==> src/rtl/gpkt_pkg.sv <==
package gpkt_pkg;

  localparam logic [7:0]  OFS_CFG  = 8'h68;
  localparam logic [7:0]  OFS_HDR  = 8'h6C;
  localparam logic [7:0]  OFS_PLD  = 8'h70;
  localparam logic [7:0]  OFS_STAT = 8'h74;

  localparam logic [31:0] CFG_KEEP    = 32'h010F_7F02;
  localparam int unsigned CFG_ACK_BIT = 1;

  // Data types that expect a response
  function automatic logic type_is_read(input logic [5:0] dt);
    return (dt == 6'h04) || (dt == 6'h14) || (dt == 6'h24) || (dt == 6'h06);
  endfunction

  // Low-power enable picked by data type
  function automatic logic type_lp(input logic [5:0] dt, input logic [31:0] cfg);
    logic r;
    case (dt)
      6'h03:   r = cfg[8];
      6'h13:   r = cfg[9];
      6'h23:   r = cfg[10];
      6'h04:   r = cfg[11];
      6'h14:   r = cfg[12];
      6'h24:   r = cfg[13];
      6'h29:   r = cfg[14];
      6'h05:   r = cfg[16];
      6'h15:   r = cfg[17];
      6'h06:   r = cfg[18];
      6'h39:   r = cfg[19];
      6'h37:   r = cfg[24];
      default: r = 1'b0;
    endcase
    return r;
  endfunction

  function automatic logic [7:0] status_word(
    input logic c_empty, input logic c_full,
    input logic w_empty, input logic w_full,
    input logic r_empty, input logic r_full,
    input logic busy,    input logic ovf);
    return {ovf, busy, r_full, r_empty, w_full, w_empty, c_full, c_empty};
  endfunction

endpackage

==> src/rtl/gpkt_fifo.sv <==
module gpkt_fifo #(
  parameter int unsigned WIDTH = 32,
  parameter int unsigned DEPTH = 4,
  localparam int unsigned CW = $clog2(DEPTH + 1),
  localparam int unsigned AW = (DEPTH > 1) ? $clog2(DEPTH) : 1
) (
  input  logic             clk,
  input  logic             rst_n,
  input  logic             push,
  input  logic [WIDTH-1:0] push_data,
  input  logic             pop,
  output logic [WIDTH-1:0] head,
  output logic             empty,
  output logic             full,
  output logic [CW-1:0]    count,
  output logic             push_ok
);

  logic [WIDTH-1:0] mem [DEPTH];
  logic [AW-1:0]    wptr, rptr;
  logic [CW-1:0]    cnt;
  logic             pop_ok;

  assign full    = (cnt == CW'(DEPTH));
  assign empty   = (cnt == '0);
  assign push_ok = push && !full;
  assign pop_ok  = pop && !empty;
  assign head    = mem[rptr];
  assign count   = cnt;

  always_ff @(posedge clk) begin
    if (push_ok) mem[wptr] <= push_data;
  end

  always_ff @(posedge clk or negedge rst_n) begin
    if (!rst_n) begin
      wptr <= '0;
      rptr <= '0;
      cnt  <= '0;
    end else begin
      if (push_ok) wptr <= (wptr == AW'(DEPTH - 1)) ? '0 : wptr + 1'b1;
      if (pop_ok)  rptr <= (rptr == AW'(DEPTH - 1)) ? '0 : rptr + 1'b1;
      case ({push_ok, pop_ok})
        2'b10:   cnt <= cnt + 1'b1;
        2'b01:   cnt <= cnt - 1'b1;
        default: cnt <= cnt;
      endcase
    end
  end

endmodule

==> src/rtl/gpkt_regif.sv <==
module gpkt_regif
  import gpkt_pkg::*;
(
  input  logic        clk,
  input  logic        rst_n,
  input  logic        bus_wr,
  input  logic        bus_rd,
  input  logic [7:0]  bus_addr,
  input  logic [31:0] bus_wdata,
  input  logic [7:0]  status,
  input  logic [31:0] rd_head,
  input  logic        rd_empty,
  output logic        hdr_wr_evt,
  output logic        pld_wr_evt,
  output logic        pld_rd_evt,
  output logic [31:0] cfg_q,
  output logic [31:0] bus_rdata
);

  logic cfg_wr_evt;
  logic [31:0] rd_mux;

  assign hdr_wr_evt = bus_wr && (bus_addr == OFS_HDR);
  assign pld_wr_evt = bus_wr && (bus_addr == OFS_PLD);
  assign cfg_wr_evt = bus_wr && (bus_addr == OFS_CFG);
  assign pld_rd_evt = bus_rd && (bus_addr == OFS_PLD);

  always_comb begin
    case (bus_addr)
      OFS_STAT: rd_mux = {24'd0, status};
      OFS_PLD:  rd_mux = rd_empty ? 32'd0 : rd_head;
      OFS_CFG:  rd_mux = cfg_q;
      default:  rd_mux = 32'd0;
    endcase
  end

  always_ff @(posedge clk or negedge rst_n) begin
    if (!rst_n) begin
      cfg_q     <= '0;
      bus_rdata <= '0;
    end else begin
      if (cfg_wr_evt) cfg_q <= bus_wdata & CFG_KEEP;
      if (bus_rd)     bus_rdata <= rd_mux;
    end
  end

endmodule

==> src/rtl/gpkt_commit.sv <==
module gpkt_commit
  import gpkt_pkg::*;
#(
  parameter int unsigned NW = 4,
  localparam int unsigned ENT_W = 34 + NW
) (
  input  logic             clk,
  input  logic             rst_n,
  input  logic             hdr_wr_evt,
  input  logic [31:0]      hdr_word,
  input  logic             hdr_accept,
  input  logic             pld_accept,
  input  logic [31:0]      cfg_q,
  input  logic             rsp_done,
  output logic [ENT_W-1:0] entry,
  output logic             hdr_is_read,
  output logic [NW-1:0]    pend_cnt,
  output logic             rd_busy,
  output logic             hdr_ovf
);

  logic [5:0] dtype;

  assign dtype       = hdr_word[5:0];
  assign hdr_is_read = type_is_read(dtype);
  assign entry       = {type_lp(dtype, cfg_q), cfg_q[CFG_ACK_BIT], pend_cnt, hdr_word};

  always_ff @(posedge clk or negedge rst_n) begin
    if (!rst_n) begin
      pend_cnt <= '0;
      rd_busy  <= 1'b0;
      hdr_ovf  <= 1'b0;
    end else begin
      if (hdr_accept)      pend_cnt <= '0;
      else if (pld_accept) pend_cnt <= pend_cnt + 1'b1;

      if (hdr_wr_evt && !hdr_accept) hdr_ovf <= 1'b1;

      if (hdr_accept && hdr_is_read) rd_busy <= 1'b1;
      else if (rsp_done)             rd_busy <= 1'b0;
    end
  end

endmodule

==> src/rtl/gpkt_fifo_if.sv <==
module gpkt_fifo_if
  import gpkt_pkg::*;
#(
  parameter int unsigned CMD_DEPTH  = 4,
  parameter int unsigned WPLD_DEPTH = 8,
  parameter int unsigned RPLD_DEPTH = 4,
  localparam int unsigned NW  = $clog2(WPLD_DEPTH + 1),
  localparam int unsigned CCW = $clog2(CMD_DEPTH + 1),
  localparam int unsigned WCW = $clog2(WPLD_DEPTH + 1),
  localparam int unsigned RCW = $clog2(RPLD_DEPTH + 1),
  localparam int unsigned ENT_W = 34 + NW
) (
  input  logic          clk,
  input  logic          rst_n,
  input  logic          bus_wr,
  input  logic          bus_rd,
  input  logic [7:0]    bus_addr,
  input  logic [31:0]   bus_wdata,
  output logic [31:0]   bus_rdata,
  output logic          tx_hdr_valid,
  input  logic          tx_hdr_ready,
  output logic [31:0]   tx_hdr_word,
  output logic [NW-1:0] tx_hdr_nwords,
  output logic          tx_hdr_ack,
  output logic          tx_hdr_lp,
  output logic          tx_pld_valid,
  input  logic          tx_pld_pop,
  output logic [31:0]   tx_pld_word,
  input  logic          rx_valid,
  output logic          rx_ready,
  input  logic [31:0]   rx_word,
  input  logic          rx_last
);

  // Named internal events
  logic             hdr_wr_evt, pld_wr_evt, pld_rd_evt;
  logic             hdr_accept, pld_accept, rsp_accept, rsp_done, hdr_pop;
  logic             cmd_empty, cmd_full, wpld_empty, wpld_full, rd_empty, rd_full;
  logic [CCW-1:0]   cmd_cnt;
  logic [WCW-1:0]   wpld_cnt;
  logic [RCW-1:0]   rd_cnt;
  logic [NW-1:0]    pend_cnt;
  logic             rd_busy, hdr_ovf, hdr_is_read;
  logic [31:0]      cfg_q, rd_head;
  logic [ENT_W-1:0] entry, cmd_head;
  logic [7:0]       status;

  assign status = status_word(cmd_empty, cmd_full, wpld_empty, wpld_full,
                              rd_empty, rd_full, rd_busy, hdr_ovf);

  gpkt_regif u_regif (
    .clk        (clk),
    .rst_n      (rst_n),
    .bus_wr     (bus_wr),
    .bus_rd     (bus_rd),
    .bus_addr   (bus_addr),
    .bus_wdata  (bus_wdata),
    .status     (status),
    .rd_head    (rd_head),
    .rd_empty   (rd_empty),
    .hdr_wr_evt (hdr_wr_evt),
    .pld_wr_evt (pld_wr_evt),
    .pld_rd_evt (pld_rd_evt),
    .cfg_q      (cfg_q),
    .bus_rdata  (bus_rdata)
  );

  gpkt_commit #(.NW(NW)) u_commit (
    .clk         (clk),
    .rst_n       (rst_n),
    .hdr_wr_evt  (hdr_wr_evt),
    .hdr_word    (bus_wdata),
    .hdr_accept  (hdr_accept),
    .pld_accept  (pld_accept),
    .cfg_q       (cfg_q),
    .rsp_done    (rsp_done),
    .entry       (entry),
    .hdr_is_read (hdr_is_read),
    .pend_cnt    (pend_cnt),
    .rd_busy     (rd_busy),
    .hdr_ovf     (hdr_ovf)
  );

  gpkt_fifo #(.WIDTH(ENT_W), .DEPTH(CMD_DEPTH)) u_cmd_fifo (
    .clk       (clk),
    .rst_n     (rst_n),
    .push      (hdr_wr_evt),
    .push_data (entry),
    .pop       (tx_hdr_ready),
    .head      (cmd_head),
    .empty     (cmd_empty),
    .full      (cmd_full),
    .count     (cmd_cnt),
    .push_ok   (hdr_accept)
  );

  gpkt_fifo #(.WIDTH(32), .DEPTH(WPLD_DEPTH)) u_wpld_fifo (
    .clk       (clk),
    .rst_n     (rst_n),
    .push      (pld_wr_evt),
    .push_data (bus_wdata),
    .pop       (tx_pld_pop),
    .head      (tx_pld_word),
    .empty     (wpld_empty),
    .full      (wpld_full),
    .count     (wpld_cnt),
    .push_ok   (pld_accept)
  );

  gpkt_fifo #(.WIDTH(32), .DEPTH(RPLD_DEPTH)) u_rpld_fifo (
    .clk       (clk),
    .rst_n     (rst_n),
    .push      (rx_valid),
    .push_data (rx_word),
    .pop       (pld_rd_evt),
    .head      (rd_head),
    .empty     (rd_empty),
    .full      (rd_full),
    .count     (rd_cnt),
    .push_ok   (rsp_accept)
  );

  assign rsp_done      = rsp_accept && rx_last;
  assign rx_ready      = !rd_full;
  assign tx_hdr_valid  = !cmd_empty;
  assign hdr_pop       = tx_hdr_valid && tx_hdr_ready;
  assign tx_pld_valid  = !wpld_empty;
  assign tx_hdr_word   = cmd_head[31:0];
  assign tx_hdr_nwords = cmd_head[32 +: NW];
  assign tx_hdr_ack    = cmd_head[32 + NW];
  assign tx_hdr_lp     = cmd_head[33 + NW];

endmodule

==> config.mk <==
export PLATFORM = sky130hd
export DESIGN_NAME = gpkt_fifo_if
export DESIGN_NICKNAME = d
export VERILOG_FILES = /design/src/rtl/gpkt_pkg.sv /design/src/rtl/gpkt_fifo.sv /design/src/rtl/gpkt_regif.sv /design/src/rtl/gpkt_commit.sv /design/src/rtl/gpkt_fifo_if.sv
export SDC_FILE = /design/constraint.sdc
export NUM_CORES = 1
export LEC_CHECK = 0
export BUFFER_PORTS_ARGS = -buffer_cell sky130_fd_sc_hd__buf_2
export CAP_MARGIN = 20
export CORE_UTILIZATION = 54
export CTS_CLUSTER_DIAMETER = 30
export DETAILED_ROUTE_END_ITERATION = 10
export GPL_TIMING_DRIVEN = 0
export PLACE_DENSITY = 0.82
export SYNTH_ARGS = -nofsm -noshare
export SYNTH_HDL_FRONTEND = slang
export SYNTH_SLANG_ARGS = --single-unit
==> constraint.sdc <==
create_clock -name clk -period 3.75 [get_ports clk]
set_clock_uncertainty 0.1 [all_clocks]
set_input_delay 0.1875 -clock clk [delete_from_list [all_inputs] [get_ports clk]]
set_output_delay 0.1875 -clock clk [all_outputs]
set_load 0.03 [all_outputs]
==> metrics, run 1 <==
kind of critical path=register to output pin; worst-path cell with the longest stage delay=buf_1; critical path, cell by cell=buf_2 -> buf_1 -> mux4_2 -> mux2_2 -> buf_2; Slew Limit Fails=0; CP max FO=10; CTS tree=built; Total Power=22.89 mW; Post-synth ARST share=12.27%; Leakage=10.71 nW; top cells by count, synth=536 x edfxtp_1, 135 x mux4_2, 75 x dfrtp_1, 53 x mux2_2, 36 x nand2_1; endpoint class of the critical path=output pin; Clock Sink Count=611; Tmin final=3594 ps; drt drc=0; largest family of logic cells by synthesized area=multiplexers; r2r endpoint=u_regif.bus_rdata[1]$_DFFE_PN0P_; post-route ant nets=0; MaxCap Viol Count=0; Starting Density=55.28%; DR WL/cell=26.25 um; Unique masters post-synth=47; leading area contributor after synthesis=edfxtp_1; worst reg-to-reg path cell count=6; multi-input logic area=5244 um^2; Synth Flop Type=edfxtp_1; mux share of post-synthesis cell area=15.68%; final hold vios=0; crit start category=register; initial antenna violation count=1; top cells by area, synth=edfxtp_1 69%, mux4_2 13%, dfrtp_1 8.0%, mux2_2 2.5%, ha_1 1.1%; vias per inst=5.879; syn avg cell area=21.12 um^2; gr ovfl total=0; Crit path top cell by count=buf_2; Psw=6.647 mW; Slew HR=33.75%; Hold Path Stages=5; syn nets=1,212; Int Pwr=16.24 mW; CP required=3460 ps; final wirelength=57.08 mm; Num CTS Buffers=109; Worst-Skew Late Latency=630 ps; status=completed; placer congestion estimate=0.7872; Synth Area in XOR/XNOR=0.4482%; total number of vias=12.79k; die span in y=210.4 um; number of primary I/O pins=185; Power Dens Cells=758.9 nW/um^2; Worst VDD drop=0.0005852 V; synthesis warning total=0; number of flops mapped to enable cells by yosys=536; clock share of power=43.2%; H-tree lvl count=3; first-pass GRT wire length=85.08 mm; Area after DPL=25,530 um^2; # diodes=0; initial DRC count=1,147; post-detail-place hpwl=31.70 mm; Flop pwr share=35.0%; RR Startpoint=u_rpld_fifo.rptr[0]$_DFFE_PN0P_; drt pass-1 iters=7; Area Growth Syn to Fin=28.65%; CTS root buf=clkbuf_16; Total GRT Usage=26.47%; number of port buffers=183; floorplan core area=42,420 um^2; Post-Synthesis Cell Area=23,450 um^2; final layout net count=1,607; Tcrit/Tclk final=95.84%; layout cell share with drive strength beyond 1=37.36%; Synth Area in Compound Gates=1.489%; top-count cell post-synth=edfxtp_1; final non-filler cell total=2,175; switching part of the total=29.04%; Post-Place Cells=1,886; Mapped Cells=1,110; hold path start=bus_addr[5]; Worst-Margin Slew=993.7 ps; critical path data arrival time=3310 ps; fmax=0.2782 GHz; FF+latch area=17,970 um^2; CP peak stage delay=740 ps; Hold Path Class=input pin to register; register bit total from synthesis=611; adder-cell share of the synthesized area=1.281%; post-route cell area=30,170 um^2; post-CTS setup buffer count=0; largest net degree at the start of global routing=48; hold slack final=71.39 ps; Synth top area share=68.64%; Seq/Total Area, Yosys=76.65%; vias in the first global route=13.79k; FILL cells=2,450; Comb pwr share=21.8%; RSZ-0062 raised after global routing=false; hold endpoint=u_wpld_fifo.wptr[2]$_DFFE_PN0P_; Reg clk slew, reported paths=50 ps; row cnt=75; clk buf depth=3; simple-gate share of the synthesized area=3.095%; Final Setup Violations=0; Final Util=71.12%; Die Area=44,260 um^2; Worst R2R Setup Slack=740 ps; Die W=210.4 um
[layout by cell type (no fill, tap or decap), types with 7 or more instances in the layout]
cell	n
nor2b_1	7
nand3b_1	7
clkinvlp_4	15
ha_1	20
clkbuf_1	40
nor2_1	10
clkbuf_16	110
buf_2	187
inv_1	31
nand2_1	36
dfrtp_1	75
buf_16	7
a22oi_1	13
bufinv_16	13
xor2_1	8
clkinv_1	13
nand3_1	18
mux2_2	53
buf_1	15
o21ai_0	25
nor3_1	9
buf_12	9
mux4_2	135
edfxtp_1	536
dlygate4sd3_1	82
inv_6	14
clkinv_2	14
[cell type report]
type	count	share of cell area, %
timing repair buffer	284	7.138
clock inverter	78	2.903
clock buffer	126	9.523
tap	577	2.393
inverter	32	0.3982
buffer	51	0.6802
multi-input combinational	416	17.38
sequential	611	59.58
[sequential cells by signal (all words and copies together), names as in the netlist, 3 cells and up]
signal,flops
u_wpld_fifo.wptr,3
u_cmd_fifo.count,3
u_wpld_fifo.mem,256
u_regif.cfg_q,13
u_wpld_fifo.rptr,3
u_commit.pend_cnt,4
u_wpld_fifo.count,4
u_rpld_fifo.mem,128
u_regif.bus_rdata,32
u_cmd_fifo.mem,152
u_rpld_fifo.count,3
[how the worst max path moves through the flow]
stage / startpoint / endpoint / slack (ps) / cells after the start
after floorplan: bus_addr[2] / u_wpld_fifo.mem[6][0]$_DFFE_PP_ / 290 / 5
after global placement: bus_addr[2] / u_wpld_fifo.mem[2][12]$_DFFE_PP_ / -1520 / 6
after detailed placement: bus_addr[2] / u_wpld_fifo.mem[0][14]$_DFFE_PP_ / 100 / 8
after CTS: u_wpld_fifo.rptr[0]$_DFFE_PN0P_ / tx_pld_word[29] / 70 / 5
after global routing: u_wpld_fifo.rptr[0]$_DFFE_PN0P_ / tx_pld_word[29] / 40 / 5
final: u_wpld_fifo.rptr[0]$_DFFE_PN0P_ / tx_pld_word[29] / 160 / 5
[logic make-up after synthesis]
| kind of cell | Yosys count |
|---|---|
| flip-flops | 611 |
| multiplexers | 192 |
| AND/OR/NAND/NOR | 134 |
| buffers and inverters | 83 |
| AO/OA/AOI/OAI | 55 |
| adder cells (fa/ha/maj) | 23 |
| XOR/XNOR | 12 |
[through the flow]
step | setup slack (ps) | TNS [ps]
after floorplan | 295.0 | 0
after global placement | -1519 | -376480
after detailed placement | 96.57 | 0
after CTS | 74.32 | 0
after global routing | 37.72 | 0
final | 156.1 | 0
[critical path: cells and delay by family, from the launching register on]
kind     cells  cell delay [ps]
buf+inv      3             1280
mux          2              910
flops        1              470
[layer usage]
layer / vias to the layer above / GRT usage, % / share of wire [%]
met5: - / 0 / 0.018
met3: 124 / 6.481 / 8.3
li1: 5356 / - / -
met2: 669 / 46.08 / 53
met4: 2 / 8.546 / 2.4
met1: 6636 / 32.72 / 37
[power by group through the flow]
stage | Clock (mW) | Sequential [mW] | Combinational (mW)
finish | 9.88 | 8.02 | 4.99
global route | 10.3 | 8.05 | 5.28
CTS | 9.94 | 8.02 | 5.02
detailed placement | 0 | 8.13 | 4.82
global placement | 0 | 8.11 | 4.72
floorplan | 0 | 8.07 | 3.44
[what timing repair did]
action	4_1_cts	5_1_grt
endpoints found under the hold margin	617	0
hold buffers	83	0
pin swaps	0	0
endpoints found under the setup margin	10	56
gates resized for setup	2	1
Power figures use the tool's default switching activity.
==> run 2: changes to the inputs <==
--- a/config.mk
+++ b/config.mk
@@ -8,9 +8,9 @@
 export BUFFER_PORTS_ARGS = -buffer_cell sky130_fd_sc_hd__buf_2
 export CAP_MARGIN = 20
-export CORE_UTILIZATION = 54
+export CORE_UTILIZATION = 60
 export CTS_CLUSTER_DIAMETER = 30
 export DETAILED_ROUTE_END_ITERATION = 10
 export GPL_TIMING_DRIVEN = 0
-export PLACE_DENSITY = 0.82
+export PLACE_DENSITY = 0.86
 export SYNTH_ARGS = -nofsm -noshare
 export SYNTH_HDL_FRONTEND = slang
==> constraint.sdc (replaced) <==
create_clock -name clk -period 4.66 [get_ports clk]
set_clock_uncertainty 0.1 [all_clocks]
set_input_delay 0.699 -clock clk [delete_from_list [all_inputs] [get_ports clk]]
set_output_delay 0.699 -clock clk [all_outputs]
set_load 0.03 [all_outputs]
==> run 2 against run 1 <==
Global-route usage increased by 3.8 points. Routed wire length increased by 1.5%. Highest routed layer unchanged. Clock power decreased by 21%. Critical endpoint is now tx_pld_word[2].
==> metrics, run 2 (same netlist as run 1, synthesis figures left out) <==
status=completed (unchanged); TNS Setup=0 ps (unchanged); gr ovfl total=0 (unchanged); H-tree lvl count=3 (unchanged); Reg clk slew, reported paths=60 ps (was 50 ps); Die W=199.7 um (was 210.4 um); Total Power=18.26 mW (was 22.89 mW); crit start category=register (unchanged); row cnt=72 (was 75); critical path, cell by cell=clkbuf_1 -> clkbuf_1 -> mux4_2 -> mux2_2 -> buf_2 (was buf_2 -> buf_1 -> mux4_2 -> mux2_2 -> buf_2); number of port buffers=183 (unchanged); RR Startpoint=u_wpld_fifo.count[2]$_DFFE_PN0P_ (was u_rpld_fifo.rptr[0]$_DFFE_PN0P_); vias in the first global route=13.51k (was 13.79k); pre-CTS WS=491.5 ps (was 96.57 ps); CP max FO=10 (unchanged); Resize count post-CTS=0 (was 2); CTS tree=built (unchanged); Slew Limit Fails=0 (unchanged); layout cell share with drive strength beyond 1=39.34% (was 37.36%); fmax=0.2458 GHz; Comb pwr share=21.8% (about the same); worst reg-to-reg path cell count=6 (unchanged); critical path data arrival time=3270 ps (was 3310 ps); met3 WL post-DR=5.582 mm (was 4.710 mm); Num CTS Buffers=105 (was 109); Leakage=10.30 nW (was 10.71 nW); largest net degree at the start of global routing=68 (was 48); met2 WL post-DR=29.71 mm (was 30.11 mm); post-CTS setup buffer count=0 (unchanged); placer congestion estimate=0.7638 (was 0.7872); Crit path top cell by count=clkbuf_1 (was buf_2); fin worst setup slack=592.0 ps (was 156.1 ps); initial antenna violation count=8 (was 1); post-route ant nets=0 (unchanged); die span in y=199.7 um (was 210.4 um); Critical Path Start=u_wpld_fifo.rptr[1]$_DFFE_PN0P_ (was u_wpld_fifo.rptr[0]$_DFFE_PN0P_); Hold Path Stages=1 (was 5); top sig layer=met5 (unchanged); initial DRC count=1,261 (was 1,147); final wirelength=57.95 mm (was 57.08 mm); DR WL/cell=28.53 um (was 26.25 um); Worst VDD drop=0.0004034 V (was 0.0005852 V); Int Pwr=12.85 mW (was 16.24 mW); CP required=3860 ps (was 3460 ps); worst-path cell with the longest stage delay=clkbuf_1 (was buf_1); Worst Path Buf+Inv=3 (unchanged); total number of vias=12.75k (was 12.79k); most flop-heavy register=u_wpld_fifo.mem (unchanged); drt drc=0 (unchanged); commonest non-fill, non-tap cell in the layout=edfxtp_1 (unchanged); Die Area=39,870 um^2 (was 44,260 um^2); CTS root buf=clkbuf_16 (unchanged); switching part of the total=29.62% (was 29.04%); Hold Buf Count CTS=1 (was 83); MaxCap Viol Count=0 (unchanged); clk buf depth=3 (unchanged); post-detail-place hpwl=32.35 mm (was 31.70 mm); Area Growth Syn to Fin=24.39% (was 28.65%); Clock Sink Count=611 (unchanged); Slew HR=32.11% (was 33.75%); Starting Density=60.81% (was 55.28%); hold slack final=176.9 ps (was 71.39 ps); number of primary I/O pins=185 (unchanged); Worst-Margin Slew=1018 ps (was 993.7 ps); vias per inst=6.275 (was 5.879); Final Setup Violations=0 (unchanged); hold path start=rx_word[20] (was bus_addr[5]); max FFs per register=256 (unchanged); Flop pwr share=35.3% (was 35.0%); Psw=5.410 mW (was 6.647 mW); clock share of power=42.8% (was 43.2%); WL met1=21.04 mm (was 20.91 mm); Total GRT Usage=30.30% (was 26.47%); kind of critical path=register to output pin (unchanged); first-pass GRT wire length=85.39 mm (was 85.08 mm); final layout net count=1,521 (was 1,607); endpoint class of the critical path=output pin (unchanged); CP peak stage delay=730 ps (was 740 ps); Levels on crit path=5 (unchanged); Tcrit/Tclk final=87.30%; final hold vios=0 (unchanged); crit-path leading delay family=buffers and inverters (unchanged); drt pass-1 iters=5 (was 7); top flop regs=u_wpld_fifo.mem (256), u_cmd_fifo.mem (152), u_rpld_fifo.mem (128) (unchanged); Worst-Skew Late Latency=640 ps (was 630 ps); floorplan core area=38,560 um^2 (was 42,420 um^2); Tmin final=4068 ps; most frequent cells in the layout=536 x edfxtp_1, 187 x buf_2, 135 x mux4_2 (unchanged); Power Dens Cells=626.2 nW/um^2 (was 758.9 nW/um^2); RSZ-0062 raised after global routing=false (unchanged); Hold Path Class=input pin to register (unchanged)
run 2: path summary, 6_finish.rpt:
| path | endpoint | slack, ps |
|---|---|---|
| setup / recovery | tx_pld_word[2] | 590 |
| hold / removal | u_rpld_fifo.mem[2][20]$_DFFE_PP_ | 180 |
| setup reg to reg | u_wpld_fifo.mem[0][5]$_DFFE_PP_ | 1260 |
| hold reg to reg | u_rpld_fifo.count[2]$_DFFE_PN0P_ | 390 |
| max in group asynchronous | u_rpld_fifo.count[0]$_DFFE_PN0P_ | 3490 |
| min in group asynchronous | u_regif.bus_rdata[21]$_DFFE_PN0P_ | 360 |
run 2: per-stage QoR:
step	cell area [um^2]	util [%]	instances
after CTS	29130	75.55	2026
after floorplan	23460	-	1110
after detailed placement	25480	66.09	1827
final	29170	75.64	2031
after global placement	25020	64.89	1811
after global routing	29160	75.63	2029
run 2: layout make-up:
type                    instances  area (um^2)
diodes                          3        7.507
fillers                      2017         9392
inverters                      32        120.1
plain buffers                  51        197.7
repair buffers                202         1349
multi-input cells             416         5235
clock inverters                82        914.6
flip-flops and latches        611        17970
clock buffers                 116         2721
well taps                     518        648.1
run 2: power by group through the flow:
stage	sequential (mW)	clock [mW]	combinational [mW]
after detailed placement	6.54	0	3.86
after floorplan	6.49	0	2.77
final	6.46	7.82	3.99
after CTS	6.45	7.89	3.99
after global routing	6.47	8.13	4.21
after global placement	6.52	0	3.76
run 2: layer usage:
layer / vias to the layer above / track usage [%]
met5: - / 0
met4: 6 / 11.59
met3: 122 / 8.304
met2: 800 / 50.95
met1: 6621 / 37.65
li1: 5196 / -
==> run 3: changes to the inputs <==
CTS_BUF_LIST = sky130_fd_sc_hd__clkbuf_2   (was not set)
==> run 3 against run 2 <==
First-iteration DRC count fell by 18%. Combinational power fell by 2%. Final area fell by 4.9%. Global-route usage fell by 2.5 points. Fmax fell by 4.9%.
==> metrics, run 3 (same netlist as run 1, synthesis figures left out) <==
post-detail-place hpwl=32.35 mm (unchanged); crit start category=register (unchanged); RR Startpoint=u_wpld_fifo.count[2]$_DFFE_PN0P_ (unchanged); gr ovfl total=0 (unchanged); Critical Path Start=u_wpld_fifo.rptr[1]$_DFFE_PN0P_ (unchanged); placer congestion estimate=0.7638 (unchanged); Area Growth Syn to Fin=18.30% (was 24.39%); commonest non-fill, non-tap cell in the layout=edfxtp_1 (unchanged); most flop-heavy register=u_wpld_fifo.mem (unchanged); switching part of the total=32.78% (was 29.62%); final non-filler cell total=2,185 (was 2,031); initial DRC count=1,033 (was 1,261); RSZ-0062 raised after global routing=false (unchanged); Crit path top cell by count=clkbuf_1 (unchanged); top flop regs=u_wpld_fifo.mem (256), u_cmd_fifo.mem (152), u_rpld_fifo.mem (128) (unchanged); row cnt=72 (unchanged); Num CTS Buffers=150 (was 105); floorplan core area=38,560 um^2 (unchanged); initial antenna violation count=3 (was 8); MaxCap Viol Count=0 (unchanged); CTS root buf=clkbuf_2 (was clkbuf_16); CTS tree=built (unchanged); final wirelength=53.08 mm (was 57.95 mm); first-pass GRT wire length=79.14 mm (was 85.39 mm); Clock Sink Count=611 (unchanged); Hold Path Class=input pin to register (unchanged); Starting Density=60.81% (unchanged); fin worst setup slack=380.3 ps (was 592.0 ps); number of primary I/O pins=185 (unchanged); fmax=0.2337 GHz (was 0.2458 GHz); CP max FO=10 (unchanged); CP required=3860 ps (about the same); Final Setup Violations=0 (unchanged); TNS Setup=0 ps (unchanged); drt drc=0 (unchanged); die span in y=199.7 um (unchanged); Slew HR=35.26% (was 32.11%); drt pass-1 iters=5 (unchanged); clock share of power=25.6% (was 42.8%); post-CTS setup buffer count=0 (unchanged); Slew Limit Fails=0 (unchanged); kind of critical path=register to output pin (unchanged); Int Pwr=9.347 mW (was 12.85 mW); Reg clk slew, reported paths=100 ps (was 60 ps); Die W=199.7 um (unchanged); post-route ant nets=0 (unchanged); pre-CTS WS=491.5 ps (unchanged); worst-path cell with the longest stage delay=clkbuf_1 (unchanged); critical path, cell by cell=clkbuf_1 -> clkbuf_1 -> mux4_2 -> mux2_2 -> buf_2 (unchanged); final hold vios=0 (unchanged); H-tree lvl count=4 (was 3); clk buf depth=3 (unchanged); Final Util=71.94% (was 75.64%); Total Power=13.90 mW (was 18.26 mW); layout cell share with drive strength beyond 1=40.00% (was 39.34%); Flop pwr share=46.3% (was 35.3%); Post-Place Cells=1,827 (unchanged); number of port buffers=183 (unchanged); vias in the first global route=13.63k (was 13.51k); Leakage=10.02 nW (was 10.30 nW); Worst-Margin Slew=971.1 ps (was 1018 ps); hold path start=bus_addr[7] (was rx_word[20]); post-route cell area=27,740 um^2 (was 29,170 um^2); Tcrit/Tclk final=91.84% (was 87.30%); Worst VDD drop=0.0002822 V (was 0.0004034 V); vias per inst=5.925 (was 6.275); Worst-Skew Late Latency=1080 ps (was 640 ps); critical path data arrival time=3480 ps (was 3270 ps); Area after DPL=25,480 um^2 (unchanged); DR WL/cell=24.29 um (was 28.53 um); Psw=4.558 mW (was 5.410 mW); hold slack final=168.4 ps (was 176.9 ps); total number of vias=12.95k (was 12.75k); status=completed (unchanged); Comb pwr share=28.2% (was 21.8%); most frequent cells in the layout=536 x edfxtp_1, 232 x clkbuf_2, 187 x buf_2 (was 536 x edfxtp_1, 187 x buf_2, 135 x mux4_2); final layout net count=1,647 (was 1,521); Total GRT Usage=27.76% (was 30.30%); endpoint class of the critical path=output pin (unchanged); Die Area=39,870 um^2 (unchanged); Tmin final=4280 ps (was 4068 ps); Power Dens Cells=501.3 nW/um^2 (was 626.2 nW/um^2); max FFs per register=256 (unchanged); FILL cells=2,290 (was 2,017); largest net degree at the start of global routing=68 (unchanged); CP peak stage delay=640 ps (was 730 ps)
[run 3: routing by layer]
metal,track usage [%],vias to the layer above,routed length [um],share of wire [%]
met4,9.839,2,1164,2.2
met5,0,-,13,0.024
met2,46.66,733,27390,52
li1,-,5501,-,-
met3,7.527,100,4705,8.9
met1,34.97,6611,19810,37
[run 3: cell type report]
type | count | area (um^2) | area share, %
Sequential cell | 611 | 17970 | 64.79
Multi-Input combinational cell | 416 | 5235 | 18.87
Timing Repair Buffer | 283 | 2155 | 7.768
Clock buffer | 230 | 1151 | 4.150
Tap cell | 518 | 648.1 | 2.337
Clock inverter | 42 | 251.5 | 0.9067
Buffer | 51 | 200.2 | 0.7217
Inverter | 32 | 120.1 | 0.4330
Antenna cell | 2 | 5.005 | 0.01804
[run 3: what timing repair did]
action | 4_1_cts | 5_1_grt
setup endpoints to repair | 4 | 17
endpoints found under the hold margin | 621 | 0
resized for setup | 1 | 3
hold buffers | 83 | 0
[run 3: worst paths after layout]
check                           cells past startpoint  slack, ps                                 to
worst min register to register                      2        390  u_regif.bus_rdata[24]$_DFFE_PN0P_
min in group asynchronous                           4        610  u_regif.bus_rdata[22]$_DFFE_PN0P_
worst max-delay path                                5        380                     tx_pld_word[2]
max in group asynchronous                           4       2970  u_regif.bus_rdata[29]$_DFFE_PN0P_
worst min-delay path                                5        170    u_wpld_fifo.wptr[2]$_DFFE_PN0P_
worst max register to register                      6       1370   u_wpld_fifo.mem[0][14]$_DFFE_PP_
[run 3: power groups by stage]
stage	combinational, mW	clock, mW	sequential [mW]
6_report	3.91	3.56	6.43
5_1_grt	4.18	3.92	6.45
4_1_cts	3.94	3.61	6.42
3_5_place_dp	3.86	0	6.54
3_3_place_gp	3.76	0	6.52
2_1_floorplan	2.77	0	6.49
[run 3: worst max-delay path, delay by kind of cell, from the launching register on]
| kind | cells | cell delay [ps] |
|---|---|---|
| buffers and inverters | 3 | 1300 |
| DFF | 1 | 380 |
| muxes | 2 | 740 |
